===== src/rtl/ea_sequencer.sv =====
module ea_sequencer #(
  parameter int ADDR_W    = 18,
  parameter int MEM_WORDS = 32,
  parameter logic [ADDR_W-1:0] PC_RESET = 18'o20,
  localparam int MA_W   = $clog2(MEM_WORDS),
  localparam int IX_W   = 4,
  localparam int AC_W   = 4,
  localparam int OP_W   = 9,
  localparam int X_LO   = ADDR_W,
  localparam int I_BIT  = X_LO + IX_W,
  localparam int AC_LO  = I_BIT + 1,
  localparam int OP_LO  = AC_LO + AC_W,
  localparam int WORD_W = OP_LO + OP_W
) (
  input  logic              clk,
  input  logic              rst_n,
  input  logic              load_we,
  input  logic [MA_W-1:0]   load_addr,
  input  logic [WORD_W-1:0] load_data,
  output logic [1:0]        addr_sel,
  output logic [MA_W-1:0]   mem_addr,
  output logic [WORD_W-1:0] mem_rdata,
  output logic [ADDR_W-1:0] pc,
  output logic              exec_start,
  input  logic              exec_done,
  output logic [ADDR_W-1:0] ea,
  output logic [OP_W-1:0]   opcode,
  output logic [AC_W-1:0]   acc_num
);

  localparam logic [1:0] SEL_PC = 2'd0;
  localparam logic [1:0] SEL_MA = 2'd1;
  localparam logic [1:0] SEL_AC = 2'd2;
  localparam logic [1:0] SEL_X  = 2'd3;

  typedef enum logic [1:0] {S_FETCH, S_EVAL, S_EXEC} state_t;

  state_t            state;
  logic [WORD_W-1:0] ir, ir_n;
  logic [WORD_W-1:0] mem [MEM_WORDS];
  logic              resolved;

  wire [IX_W-1:0]   ir_x   = ir[X_LO +: IX_W];
  wire              ir_i   = ir[I_BIT];
  wire [ADDR_W-1:0] ir_y   = ir[ADDR_W-1:0];
  wire [IX_W-1:0]   rd_x   = mem_rdata[X_LO +: IX_W];
  wire              rd_i   = mem_rdata[I_BIT];
  wire [ADDR_W-1:0] y_sum  = ir_y + mem_rdata[ADDR_W-1:0];

  assign ea      = ir_y;
  assign opcode  = ir[OP_LO +: OP_W];
  assign acc_num = ir[AC_LO +: AC_W];

  always_ff @(posedge clk)
    if (load_we) mem[load_addr] <= load_data;

  always_comb begin
    case (state)
      S_FETCH: addr_sel = SEL_PC;
      S_EVAL:  addr_sel = (ir_x != '0) ? SEL_X : SEL_MA;
      default: addr_sel = SEL_AC;
    endcase
  end

  always_comb begin
    case (addr_sel)
      SEL_PC:  mem_addr = pc[MA_W-1:0];
      SEL_MA:  mem_addr = ir_y[MA_W-1:0];
      SEL_AC:  mem_addr = MA_W'(acc_num);
      default: mem_addr = MA_W'(ir_x);
    endcase
  end

  assign mem_rdata = mem[mem_addr];

  always_comb begin
    ir_n     = ir;
    resolved = 1'b0;
    if (state == S_FETCH) begin
      ir_n     = mem_rdata;
      resolved = (rd_x == '0) && !rd_i;
    end else if (ir_x != '0) begin
      ir_n[ADDR_W-1:0]      = y_sum;
      ir_n[X_LO +: IX_W]    = '0;
      resolved              = !ir_i;
    end else begin
      ir_n[I_BIT:0] = mem_rdata[I_BIT:0];
      resolved      = (rd_x == '0) && !rd_i;
    end
  end

  always_ff @(posedge clk or negedge rst_n) begin
    if (!rst_n) begin
      state      <= S_FETCH;
      pc         <= PC_RESET;
      ir         <= '0;
      exec_start <= 1'b0;
    end else begin
      exec_start <= 1'b0;
      case (state)
        S_FETCH: begin
          ir         <= ir_n;
          pc         <= pc + 1'b1;
          state      <= resolved ? S_EXEC : S_EVAL;
          exec_start <= resolved;
        end
        S_EVAL: begin
          ir <= ir_n;
          if (resolved) begin
            state      <= S_EXEC;
            exec_start <= 1'b1;
          end
        end
        default: if (exec_done) state <= S_FETCH;
      endcase
    end
  end

  p_pc_step_r2: assert property (@(posedge clk) disable iff (!rst_n)
    state == S_FETCH |=> pc == $past(pc) + 1'b1);

  p_pc_hold_r2: assert property (@(posedge clk) disable iff (!rst_n)
    state != S_FETCH |=> $stable(pc));

  p_index_clear_r4: assert property (@(posedge clk) disable iff (!rst_n)
    (state == S_EVAL && ir_x != '0) |=> ir[X_LO +: IX_W] == '0);

  p_start_pulse_r7: assert property (@(posedge clk) disable iff (!rst_n)
    exec_start |=> !exec_start);

  p_start_sel_r6: assert property (@(posedge clk) disable iff (!rst_n)
    exec_start |-> addr_sel == SEL_AC);

  p_hold_r7: assert property (@(posedge clk) disable iff (!rst_n)
    (state == S_EXEC && !exec_done) |=> ($stable(ea) && $stable(opcode) && $stable(acc_num)));

  p_resolved_r5: assert property (@(posedge clk) disable iff (!rst_n)
    exec_start |-> (!ir_i && ir_x == '0));

endmodule


===== config.mk =====
export PLATFORM = sky130hd
export DESIGN_NAME = ea_sequencer
export DESIGN_NICKNAME = d
export VERILOG_FILES = /design/src/rtl/ea_sequencer.sv
export SDC_FILE = /design/constraint.sdc
export NUM_CORES = 2
export LEC_CHECK = 0
export BUFFER_PORTS_ARGS = -buffer_cell sky130_fd_sc_hd__buf_4
export CORE_MARGIN = 3
export CORE_UTILIZATION = 40
export DETAILED_ROUTE_END_ITERATION = 7
export PLACE_DENSITY = 0.66
export SYNTH_ARGS = -nofsm -noshare
export SYNTH_HDL_FRONTEND = slang
export SYNTH_SLANG_ARGS = --single-unit

===== constraint.sdc =====
create_clock -name clk -period 6.7 [get_ports clk]
set_clock_uncertainty 0.2 [all_clocks]
set_input_delay 1.34 -clock clk [delete_from_list [all_inputs] [get_ports clk]]
set_output_delay 1.34 -clock clk [all_outputs]
set_load 0.05 [all_outputs]

==> metrics.csv <==
metric;value;unit
status;complete, no violations;
placed cell area;52300;sq um
count of cell types in the netlist;81;
Final period util;96.8;%
number of CTS-inserted buffers;118;
layout cell share with drive strength beyond 1;13.0;%
final setup fails;0;
pin count of the biggest net entering global routing;140;
Synth top area share;69.9;%
commonest cells after routing, fill and taps aside;1152 x edfxtp_1, 874 x nand2_1, 364 x nand3_1;
antenna violations before repair;14;
HPWL after DPL;77800;um
drt pass-1 iters;7;
die area;128000;sq um
Seq/Total Area, Yosys;72.8;%
worst slew pin tran;1310;ps
GRT Residual Overflow;0;
DR vias/cell;5.91;
ys flop type;edfxtp_1;
synthesized cell area;49500;sq um
ys async rst share;4.71;%
Worst slew margin;12.2;%
Worst setup EP type;output port;
reg2reg start;state[1];
Final Hold Viols;0;
Rows;128;
Die X;358;um
Post-synth EDFFs;1152;
fill cell count;10700;
Post-Route WL;144000;um
critical path required time;5160;ps
Arr. time, crit path;4940;ps
YS warnings;0;
synth top area cells;edfxtp_1 70%, nand2_1 6.6%, nand3_1 3.7%;
most common cell after layout, fill and taps aside;edfxtp_1;
Max H-tree Level;3;
CTS tree;built;
MaxCap Viol Count;0;
DR WL/cell;26.5;um
post-route antenna net violation count;0;
Layout Cells excl Fill;5458;
crit path max fanout;66;
CTS sink cnt;1209;
post-CTS setup buffer count;0;
Root Buffer;clkbuf_16;
Synth Net Count;3726;
Hold Startpoint;pc[17];
critical path startpoint;state[0];
vias in the first global route;30400;
number of synthesized register bits;1209;
clock latency on the worst-skew pair;750;ps
Synth Instances;3662;
syn_area_per_cell;13.5;sq um
Die Span Y;358;um
core area;122000;sq um
Iter 0 DRT Violations;3946;
hold crit path type;register to register;
CTS clk-pin slew, worst paths;70;ps
cell taking the most area after synthesis;edfxtp_1;
Max Clk Rate;154;MHz
total track usage;22.0;%
I/O Buffers;137;
final core occ;45.9;%
Fin Setup TNS;0;ps
WS Path Type;register to output port;
final critical-path required period;6480;ps
post-route cell area;56200;sq um
crit start category;register;
Final #Nets;3789;
via count;32300;
# IOs;138;
placed insts;5229;
Routability Congestion;0.848;
# DRC;0;
CTS max path bufs;3;
Starting Density;40.4;%
Final Max Slew Viols;0;
unrepaired setup endpoints after global routing;false;
Layout area overhead;13.6;%
first-pass GRT wire length;208000;um
registers in the layout, indices dropped and copies added (netlist names):
name and count:
mem 1152, ir 36, pc 18, state 2
exec_start 1
worst max-delay path: stages (launching register included):
cell,delay [ps]
dfrtp_2,520
mux2_2,390
mux2i_4,310
and2_4,400
buf_12,320
buf_12,350
buf_12,330
a211oi_1,90
a2111oi_1,560
o21ai_0,150
o2111ai_1,340
buf_4,320
cell families after synthesis:
logic type	synth area share [%]
and+or+nand+nor	13.4
muxes	1.12
DFF	72.8
xor gates and xnor gates	0.549
buffers and inverters	3.00
adders and majority gates	0.496
AOI/OAI and AO/OA	8.62
worst paths after layout:
path / end / slack, ps / cells past startpoint
setup / recovery: mem_rdata[18] / 220 / 11
hold / removal: pc[17] / 270 / 1
setup reg to reg: ir[16] / 420 / 21
hold reg to reg: pc[17] / 270 / 1
max in group asynchronous: state[0] / 5160 / 1
min in group asynchronous: ir[26] / 530 / 1
timing repair:
item                       in CTS  in global routing
setup endpoints to repair       0                  7
hold buffers                    0                  0
gates resized for setup         0                  7
layer usage:
metal	vias to the layer above	routed length, um	track usage [%]
li1	14000	-	-
met1	16100	57200	30.7
met2	1837	66700	34.6
met3	283	15900	4.60
met4	6	4560	7.27
met5	-	42	0
stage by stage:
stage	hold WS [ps]	setup WS, ps
floorplan	261	328
global placement	268	593
detailed placement	271	557
CTS	279	93.8
global route	309	18.5
finish	275	216
Yosys cell counts (8+ instances only):
| master | n |
|---|---|
| edfxtp_1 | 1152 |
| nand2_1 | 875 |
| nand3_1 | 365 |
| a311oi_1 | 161 |
| and3_1 | 130 |
| clkbuf_1 | 128 |
| a211oi_1 | 126 |
| buf_2 | 83 |
| nor2_1 | 64 |
| a31oi_1 | 62 |
| dfrtp_1 | 56 |
| buf_4 | 50 |
| a21o_1 | 32 |
| buf_1 | 26 |
| mux2i_1 | 26 |
| mux2_2 | 23 |
| nor3_1 | 21 |
| o21ai_0 | 21 |
| a21oi_1 | 19 |
| ha_1 | 18 |
| xnor2_1 | 18 |
| a221o_1 | 13 |
| xor2_1 | 13 |
| a2111oi_0 | 10 |
| a211o_1 | 10 |
| a21boi_0 | 9 |
| nand4_1 | 9 |
| o211ai_1 | 9 |
| o22ai_1 | 9 |
| inv_1 | 8 |
area by class of cell:
class                      count  area (sq um)  area share, %
timing repair buffer         235          1910           3.40
inverter                      12          62.6          0.111
clock inverter                77           801           1.42
tap                         1625          2030           3.62
sequential                  1209         36000           64.1
multi-input combinational   2149         12300           21.8
antenna                        7          17.5         0.0312
clock buffer                 144          3100           5.52
Power is left out: the tool's default activity adds up to more than one toggle a clock period on the data nets, which glitch-free logic cannot reach.
